==> config.mk <==
export PLATFORM = sky130hd
export DESIGN_NAME = evt_store
export DESIGN_NICKNAME = d
export VERILOG_FILES = /design/src/rtl/evt_store_pkg.sv /design/src/rtl/evt_store_wrptr.sv /design/src/rtl/evt_store_mem.sv /design/src/rtl/evt_store_rdseq.sv /design/src/rtl/evt_store.sv
export SDC_FILE = /design/constraint.sdc
export NUM_CORES = 1
export LEC_CHECK = 0
export BUFFER_PORTS_ARGS = -buffer_cell sky130_fd_sc_hd__buf_2
export CORE_MARGIN = 8
export CORE_UTILIZATION = 45
export CTS_BUF_LIST = sky130_fd_sc_hd__clkbuf_16
export DETAILED_ROUTE_END_ITERATION = 10
export GPL_ROUTABILITY_DRIVEN = 0
export GPL_TIMING_DRIVEN = 0
export SYNTH_ARGS = -nofsm -noshare
export SYNTH_HDL_FRONTEND = slang
export SYNTH_HIERARCHICAL = 1
export SYNTH_SLANG_ARGS = --single-unit
==> constraint.sdc <==
create_clock -name clk -period 4.7 [get_ports clk]
set_clock_uncertainty 0.05 [all_clocks]
set_input_delay 0.47 -clock clk [delete_from_list [all_inputs] [get_ports clk]]
set_output_delay 0.47 -clock clk [all_outputs]
set_load 0.02 [all_outputs]
==> src/rtl/evt_store_pkg.sv <==
// Shared definitions for the event store: reader state encoding and the
// wrap-around index step used by both pointer owners.
package evt_store_pkg;

    typedef enum logic [0:0] {
        RS_IDLE   = 1'b0,
        RS_STREAM = 1'b1
    } rd_state_e;

    // Advance a ring index, returning to zero after depth-1 (any depth).
    function automatic int unsigned wrap_inc(int unsigned idx, int unsigned depth);
        return (idx + 1 >= depth) ? 0 : idx + 1;
    endfunction

endpackage

==> src/rtl/evt_store_wrptr.sv <==
// Write-side controller: owns the write pointer, the saturating event count
// and the full flag. Decides whether a requested write is accepted under the
// selected mode. Assumes wr_req is already blocked by the top during readout.
module evt_store_wrptr #(
    parameter int DEPTH = 8,
    parameter int AW    = 3,
    parameter int CW    = 4
) (
    input  logic          clk,
    input  logic          rst_n,
    input  logic          clr,
    input  logic          wr_req,
    input  logic          roll_en,
    output logic          wr_en,
    output logic [AW-1:0] wptr,
    output logic [CW-1:0] count,
    output logic          full
);
    import evt_store_pkg::*;

    logic [AW-1:0] wptr_q;
    logic [CW-1:0] count_q;

    // Accept a write unless clearing, or full in keep-first mode.
    always_comb begin
        wr_en = wr_req && !clr && (roll_en || !full);
    end

    // Full once the count reaches the depth.
    always_comb begin
        full = (count_q == CW'(DEPTH));
    end

    // Pointer and count update; count saturates at DEPTH.
    always_ff @(posedge clk) begin
        if (!rst_n || clr) begin
            wptr_q  <= '0;
            count_q <= '0;
        end else if (wr_en) begin
            wptr_q <= AW'(wrap_inc(32'(wptr_q), DEPTH));
            if (count_q != CW'(DEPTH)) begin
                count_q <= count_q + CW'(1);
            end
        end
    end

    assign wptr  = wptr_q;
    assign count = count_q;

    a_r2_count_bound: assert property (@(posedge clk) disable iff (!rst_n)
        count_q <= CW'(DEPTH));

    a_r2_full_on_last: assert property (@(posedge clk) disable iff (!rst_n)
        (wr_en && count_q == CW'(DEPTH - 1)) |=> full);

    a_r3_hold_when_full: assert property (@(posedge clk) disable iff (!rst_n)
        (!roll_en && full && wr_req && !clr) |=> ($stable(wptr_q) && $stable(count_q)));

    a_r4_roll_overwrite: assert property (@(posedge clk) disable iff (!rst_n)
        (roll_en && full && wr_req && !clr) |=> (full && wptr_q != $past(wptr_q)));

    a_r7_clear_empties: assert property (@(posedge clk) disable iff (!rst_n)
        clr |=> (count_q == '0 && !full));

endmodule

==> src/rtl/evt_store_mem.sv <==
// Record storage: DEPTH flop words with one synchronous write port and one
// asynchronous read port. No reset on contents; control logic tracks validity.
module evt_store_mem #(
    parameter int DEPTH = 8,
    parameter int AW    = 3,
    parameter int W     = 20
) (
    input  logic          clk,
    input  logic          wr_en,
    input  logic [AW-1:0] wr_addr,
    input  logic [W-1:0]  wr_data,
    input  logic [AW-1:0] rd_addr,
    output logic [W-1:0]  rd_data
);
    logic [W-1:0] cells [DEPTH];

    // Write the addressed word.
    always_ff @(posedge clk) begin
        for (int i = 0; i < DEPTH; i++) begin
            if (wr_en && wr_addr == AW'(i)) begin
                cells[i] <= wr_data;
            end
        end
    end

    // Select the addressed word for the reader.
    always_comb begin
        rd_data = '0;
        for (int i = 0; i < DEPTH; i++) begin
            if (rd_addr == AW'(i)) begin
                rd_data = cells[i];
            end
        end
    end

endmodule

==> src/rtl/evt_store_rdseq.sv <==
// Readout sequencer: on a start pulse it picks the oldest valid entry
// (the write pointer once a ring has wrapped, else entry 0). It streams the
// snapshot count of records one per cycle and then pulses done. Assumes the
// top blocks writes while busy, so the snapshot stays consistent.
module evt_store_rdseq #(
    parameter int DEPTH = 8,
    parameter int AW    = 3,
    parameter int CW    = 4,
    parameter int W     = 20
) (
    input  logic          clk,
    input  logic          rst_n,
    input  logic          abort,
    input  logic          rd_start,
    input  logic          roll_en,
    input  logic          full,
    input  logic [AW-1:0] wptr,
    input  logic [CW-1:0] count,
    input  logic [W-1:0]  mem_data,
    output logic [AW-1:0] rd_addr,
    output logic          busy,
    output logic          out_valid,
    output logic [W-1:0]  out_data,
    output logic          out_done
);
    import evt_store_pkg::*;

    rd_state_e     state_q;
    logic [AW-1:0] rptr_q;
    logic [CW-1:0] left_q;

    // Sequence the readout and register each presented record.
    always_ff @(posedge clk) begin
        if (!rst_n || abort) begin
            state_q   <= RS_IDLE;
            rptr_q    <= '0;
            left_q    <= '0;
            out_valid <= 1'b0;
            out_done  <= 1'b0;
            out_data  <= '0;
        end else begin
            out_valid <= 1'b0;
            out_done  <= 1'b0;
            case (state_q)
                RS_IDLE: begin
                    if (rd_start) begin
                        rptr_q  <= (roll_en && full) ? wptr : '0;
                        left_q  <= count;
                        state_q <= RS_STREAM;
                    end
                end
                RS_STREAM: begin
                    if (left_q != '0) begin
                        out_valid <= 1'b1;
                        out_data  <= mem_data;
                        rptr_q    <= AW'(wrap_inc(32'(rptr_q), DEPTH));
                        left_q    <= left_q - CW'(1);
                    end else begin
                        out_done <= 1'b1;
                        state_q  <= RS_IDLE;
                    end
                end
                default: state_q <= RS_IDLE;
            endcase
        end
    end

    assign rd_addr = rptr_q;
    assign busy    = (state_q != RS_IDLE);

    a_r6_done_single: assert property (@(posedge clk) disable iff (!rst_n)
        out_done |=> !out_done);

    a_r6_done_ends_stream: assert property (@(posedge clk) disable iff (!rst_n)
        out_done |=> !out_valid);

    a_r7_abort_quiet: assert property (@(posedge clk) disable iff (!rst_n)
        abort |=> (!out_valid && !out_done));

endmodule

==> src/rtl/evt_store.sv <==
// Event store top: packs incoming events into records, blocks writes while
// a readout is active or starting, and wires the write controller, storage
// and readout sequencer together. Assumes roll_en is held steady between
// acquisition start and readout.
module evt_store #(
    parameter int DEPTH  = 8,
    parameter int HIT_W  = 8,
    parameter int BCID_W = 12
) (
    input  logic              clk,
    input  logic              rst_n,
    input  logic              roll_en,
    input  logic              acq_start,
    input  logic              evt_valid,
    input  logic [HIT_W-1:0]  evt_hits,
    input  logic [BCID_W-1:0] evt_bcid,
    input  logic              rd_start,
    output logic              rd_valid,
    output logic [HIT_W-1:0]  rd_hits,
    output logic [BCID_W-1:0] rd_bcid,
    output logic              rd_done,
    output logic              mem_full
);
    localparam int AW = (DEPTH > 1) ? $clog2(DEPTH) : 1;
    localparam int CW = $clog2(DEPTH + 1);
    localparam int W  = HIT_W + BCID_W;

    logic          busy;
    logic          wr_req;
    logic          wr_en;
    logic [AW-1:0] wptr;
    logic [CW-1:0] count;
    logic          full;
    logic [AW-1:0] rd_addr;
    logic [W-1:0]  mem_rdata;
    logic [W-1:0]  out_data;

    // Writes wait while a readout runs or is being started.
    always_comb begin
        wr_req = evt_valid && !busy && !rd_start;
    end

    evt_store_wrptr #(.DEPTH(DEPTH), .AW(AW), .CW(CW)) u_wrptr (
        .clk     (clk),
        .rst_n   (rst_n),
        .clr     (acq_start),
        .wr_req  (wr_req),
        .roll_en (roll_en),
        .wr_en   (wr_en),
        .wptr    (wptr),
        .count   (count),
        .full    (full)
    );

    evt_store_mem #(.DEPTH(DEPTH), .AW(AW), .W(W)) u_mem (
        .clk     (clk),
        .wr_en   (wr_en),
        .wr_addr (wptr),
        .wr_data ({evt_hits, evt_bcid}),
        .rd_addr (rd_addr),
        .rd_data (mem_rdata)
    );

    evt_store_rdseq #(.DEPTH(DEPTH), .AW(AW), .CW(CW), .W(W)) u_rdseq (
        .clk       (clk),
        .rst_n     (rst_n),
        .abort     (acq_start),
        .rd_start  (rd_start),
        .roll_en   (roll_en),
        .full      (full),
        .wptr      (wptr),
        .count     (count),
        .mem_data  (mem_rdata),
        .rd_addr   (rd_addr),
        .busy      (busy),
        .out_valid (rd_valid),
        .out_data  (out_data),
        .out_done  (rd_done)
    );

    assign rd_hits  = out_data[W-1 -: HIT_W];
    assign rd_bcid  = out_data[BCID_W-1:0];
    assign mem_full = full;

    a_r8_write_blocked: assert property (@(posedge clk) disable iff (!rst_n)
        busy |-> !wr_en);

    a_r8_start_drops_event: assert property (@(posedge clk) disable iff (!rst_n)
        (rd_start && !busy) |-> !wr_en);

    a_r1_quiet_after_reset: assert property (@(posedge clk)
        !rst_n |=> (!rd_valid && !rd_done && !mem_full));

endmodule

==> impl_metrics.xml <==
<?xml version="1.0" encoding="UTF-8"?>
<metrics>
  <group name="status">
    <metric name="run_status" unit="">finished clean</metric>
  </group>
  <group name="job">
    <metric name="max_cap_viol_count" unit="">0</metric>
  </group>
  <group name="cts">
    <metric name="clock_sink_count" unit="">197</metric>
    <metric name="htree_num_levels" unit="">4</metric>
    <metric name="clk_path_buf_depth" unit="">2</metric>
    <metric name="path_clk_slew" unit="ns">0.07</metric>
    <metric name="hold_buffer_count_at_cts" unit="">0</metric>
    <metric name="post_cts.resized_instances" unit="">0</metric>
    <metric name="cts_made_buffers" unit="">17</metric>
    <metric name="tritoncts" unit="">done</metric>
    <metric name="clock_latency" unit="ns">0.43</metric>
    <metric name="cts_root_buf" unit="">sky130_fd_sc_hd__clkbuf_16</metric>
    <metric name="postCtsSetupBuffers" unit="">0</metric>
  </group>
  <group name="drt">
    <metric name="avgViaCountPerCell" unit="">5.77</metric>
    <metric name="route.antenna.remaining_nets" unit="">0</metric>
    <metric name="drt_first_iter_violations" unit="">465</metric>
    <metric name="route.vias.total" unit="">5354</metric>
    <metric name="routed_wirelength" unit="µm">20100</metric>
    <metric name="avgRoutedWirePerCell" unit="µm">21.6</metric>
    <metric name="dr.pass1.iters" unit="">5</metric>
    <metric name="drc_errors" unit="">0</metric>
  </group>
  <group name="synthesis">
    <metric name="synthDominantCellAreaShare" unit="%">58.4</metric>
    <metric name="yosysUniqueCellTypes" unit="">52</metric>
    <metric name="dominantRegCellSynth" unit="">sky130_fd_sc_hd__edfxtp_1</metric>
    <metric name="ys_seq_area_share" unit="%">67.4</metric>
    <metric name="ys_top_cells_by_area" unit="">sky130_fd_sc_hd__edfxtp_1 58%, sky130_fd_sc_hd__dfxtp_1 9.0%, sky130_fd_sc_hd__mux2i_1 4.9%, sky130_fd_sc_hd__a21oi_1 3.7%, sky130_fd_sc_hd__o21ai_0 2.6%</metric>
    <metric name="synth.cell_area" unit="mm²">0.00822</metric>
    <metric name="syn_inst" unit="">609</metric>
    <metric name="synth_top_area_cell" unit="">sky130_fd_sc_hd__edfxtp_1</metric>
    <metric name="synth-edff-count" unit="">160</metric>
    <metric name="postSynth.asyncResetShare" unit="%">0</metric>
    <metric name="post_synthesis_sequential_element_count" unit="">197</metric>
    <metric name="synth.net_count" unit="">641</metric>
    <metric name="syn_area_per_cell" unit="µm²">13.5</metric>
    <metric name="synth.yosys.warnings" unit="">6</metric>
    <metric name="ys_top_cells_by_count" unit="">160 x sky130_fd_sc_hd__edfxtp_1, 61 x sky130_fd_sc_hd__a21oi_1, 45 x sky130_fd_sc_hd__nand2_1</metric>
    <metric name="top_count_cell_post_synth" unit="">sky130_fd_sc_hd__edfxtp_1</metric>
  </group>
  <group name="setup_path">
    <metric name="cp.required" unit="ns">4.78</metric>
    <metric name="rrSetupSlack" unit="ns">2.06</metric>
    <metric name="worst-setup-path-type" unit="">reg2reg</metric>
    <metric name="timing.critical_path.from" unit="">u_wrptr/count[0]$_SDFFE_PP0P_</metric>
    <metric name="worstPathArrival" unit="ns">2.72</metric>
    <metric name="crit_path_end_kind" unit="">register</metric>
    <metric name="timing.rr.end" unit="">u_mem/cells[0][55]$_DFFE_PP_</metric>
    <metric name="worstReg2RegStart" unit="">u_wrptr/count[0]$_SDFFE_PP0P_</metric>
    <metric name="cell_depth_of_the_worst_flop_to_flop_path" unit="">8</metric>
    <metric name="cp_max_fo" unit="">10</metric>
    <metric name="worstSetupEndpoint" unit="">u_mem/cells[0][55]$_DFFE_PP_</metric>
    <metric name="critical_path_startpoint_category" unit="">register</metric>
  </group>
  <group name="layout">
    <metric name="final_layout_size_suffix_gt1_share" unit="%">21.3</metric>
    <metric name="diodes" unit="">0</metric>
    <metric name="filler_cell_count" unit="">1517</metric>
    <metric name="area_growth_syn_to_layout" unit="%">16.0</metric>
    <metric name="finish.net_count" unit="">718</metric>
    <metric name="final_core_util" unit="%">53.1</metric>
  </group>
  <group name="die">
    <metric name="die_area" unit="mm²">0.0229</metric>
    <metric name="core" unit="mm²">0.0180</metric>
    <metric name="std_cell_rows" unit="">49</metric>
    <metric name="chipHeight" unit="µm">151</metric>
    <metric name="fp.dieW" unit="µm">151</metric>
    <metric name="top_level_ports" unit="">49</metric>
    <metric name="initial_standard_cell_utilization_of_the_core" unit="%">45.8</metric>
  </group>
  <group name="sta">
    <metric name="timing.final.crit_period" unit="ns">2.64</metric>
    <metric name="fin_ws" unit="ns">2.06</metric>
    <metric name="finalMaxSlewViolations" unit="">0</metric>
    <metric name="timing.setup.tns" unit="ns">0</metric>
    <metric name="finalHoldViolCount" unit="">0</metric>
    <metric name="max_slew.worst_pin.slew" unit="ns">0.768</metric>
    <metric name="max-slew-margin-rel" unit="%">48.8</metric>
    <metric name="fmax" unit="MHz">379</metric>
    <metric name="grt_setup_unrepaired" unit="">no</metric>
    <metric name="finalSetupViolations" unit="">0</metric>
    <metric name="period_share" unit="%">56.2</metric>
  </group>
  <group name="grt">
    <metric name="grt_start_max_net_pins" unit="">19</metric>
    <metric name="grt-busiest-layer" unit="">met2</metric>
    <metric name="grt_first_pass_wirelength" unit="µm">30800</metric>
    <metric name="number_of_global_route_vias_before_repair" unit="">5376</metric>
    <metric name="grt.met2_usage" unit="%">29.7</metric>
    <metric name="grt_antenna_before_repair" unit="">0</metric>
    <metric name="met1_track_utilization_from_global_routing" unit="%">23.9</metric>
    <metric name="total_congestion_overflow_after_global_routing" unit="">0</metric>
    <metric name="groute.usage.overall" unit="%">18.2</metric>
    <metric name="global_route.usage.met3" unit="%">4.48</metric>
  </group>
  <group name="pwr">
    <metric name="power.leakage" unit="nW">3.04</metric>
    <metric name="p_per_area" unit="mW/mm²">367</metric>
    <metric name="max-vdd-ir-drop" unit="mV">0.270</metric>
  </group>
  <group name="place">
    <metric name="port-buffer-count" unit="">48</metric>
    <metric name="dp_worst_setup_slack" unit="ns">2.04</metric>
    <metric name="post-dp-hpwl" unit="µm">13900</metric>
  </group>
  <group name="hold_path">
    <metric name="timing.hold.worst.class" unit="">in2reg</metric>
  </group>
</metrics>
-- layer usage --
layer / up-vias / part of all wire, % / routed length [µm]
met5: - / 0 / 0
met4: 0 / 1.2 / 250
met3: 20 / 5.3 / 1060
met2: 150 / 49 / 9780
met1: 2696 / 45 / 8980
li1: 2488 / - / -
-- worst min-delay path by stage --
stage	cells past startpoint	slack (ns)	to	from
after floorplan	2	0.43	u_rdseq/left_q[1]$_SDFFE_PP0P_	u_rdseq/left_q[1]$_SDFFE_PP0P_
after global placement	2	0.42	u_rdseq/out_data[5]$_SDFFE_PP0P_	u_rdseq/out_data[5]$_SDFFE_PP0P_
after detailed placement	2	0.42	u_rdseq/out_data[12]$_SDFFE_PP0P_	u_rdseq/out_data[12]$_SDFFE_PP0P_
after CTS	1	0.24	u_mem/cells[1][71]$_DFFE_PP_	evt_bcid[11]
after global routing	1	0.23	u_mem/cells[1][71]$_DFFE_PP_	evt_bcid[11]
final	1	0.26	u_mem/cells[1][71]$_DFFE_PP_	evt_bcid[11]
-- flip-flops by register name, indices dropped and copies added, names as in the netlist --
name               count
u_mem/cells          160
u_rdseq/out_data      20
u_rdseq/left_q         4
u_wrptr/count          4
u_rdseq/rd_addr        3
u_wrptr/wptr           3
u_rdseq/busy           1
u_rdseq/out_done       1
u_rdseq/out_valid      1
-- area by class of cell --
cell class / count / area, µm² / share of cell area, %
Clock inverter: 15 / 190 / 1.99
Timing Repair Buffer: 58 / 388 / 4.07
Sequential cell: 197 / 5550 / 58.1
Inverter: 8 / 30.0 / 0.315
Buffer: 42 / 251 / 2.64
Tap cell: 229 / 287 / 3.00
Clock buffer: 17 / 425 / 4.46
Multi-Input combinational cell: 362 / 2420 / 25.4
-- worst max-delay path, cell delays in order, from the launching register on --
cell and delay (ns):
sky130_fd_sc_hd__dfxtp_1 0.44, sky130_fd_sc_hd__inv_1 0.09, sky130_fd_sc_hd__ha_1 0.23, sky130_fd_sc_hd__and4bb_4 0.23, sky130_fd_sc_hd__nor2_1 0.13, sky130_fd_sc_hd__nand2_1 0.17, sky130_fd_sc_hd__nor3_2 0.57, sky130_fd_sc_hd__buf_6 0.23
sky130_fd_sc_hd__buf_6 0.19
-- layout by cell type, fill, tap and decap left out, drive strengths merged, types with 3 or more instances in the layout --
cell type / synthesis / layout
nand3: 24 / 24
clkinv: 0 / 4
o21ai: 42 / 42
nand2: 45 / 45
ha: 6 / 6
nand2b: 6 / 6
nor3: 7 / 7
a21oi: 61 / 61
nor2: 21 / 21
a221oi: 15 / 15
buf: 29 / 87
clkbuf: 13 / 30
a22oi: 16 / 16
nand3b: 3 / 3
or3: 3 / 3
o211ai: 11 / 11
inv: 8 / 15
or2: 15 / 15
edfxtp: 160 / 160
nor2b: 6 / 6
o31a: 17 / 17
bufinv: 0 / 3
mux2i: 40 / 40
dfxtp: 37 / 37
-- power by group --
part	leakage, nW	switching (mW)	total, mW	internal [mW]
clock network	0.304	0.659	1.51	0.853
logic	0.999	0.0664	0.0970	0.0306
registers	1.74	0.00414	1.89	1.89
-- cell families (layout without fill, tap and decap cells) --
kind of cell | count (synthesis) | after routing | synth area share [%]
flops | 197 | 197 | 67.4
compound gates | 174 | 174 | 14.2
simple gates | 141 | 141 | 9.01
buf+inv | 50 | 140 | 3.42
mux | 40 | 40 | 4.87
fa+ha+maj | 6 | 6 | 0.913
xor+xnor | 1 | 1 | 0.107
-- per-stage QoR --
stage | hold WS (ns) | std cells | cell area, µm² | total power, mW
global placement | 0.420 | 886 | 8750 | 2.02
CTS | 0.244 | 928 | 9540 | 3.53
global route | 0.234 | 928 | 9540 | 3.60
detailed placement | 0.418 | 896 | 8920 | 2.03
finish | 0.256 | 928 | 9540 | 3.50
floorplan | 0.425 | 609 | 8220 | 1.98
No activity file was read; power rests on OpenSTA's default activity.
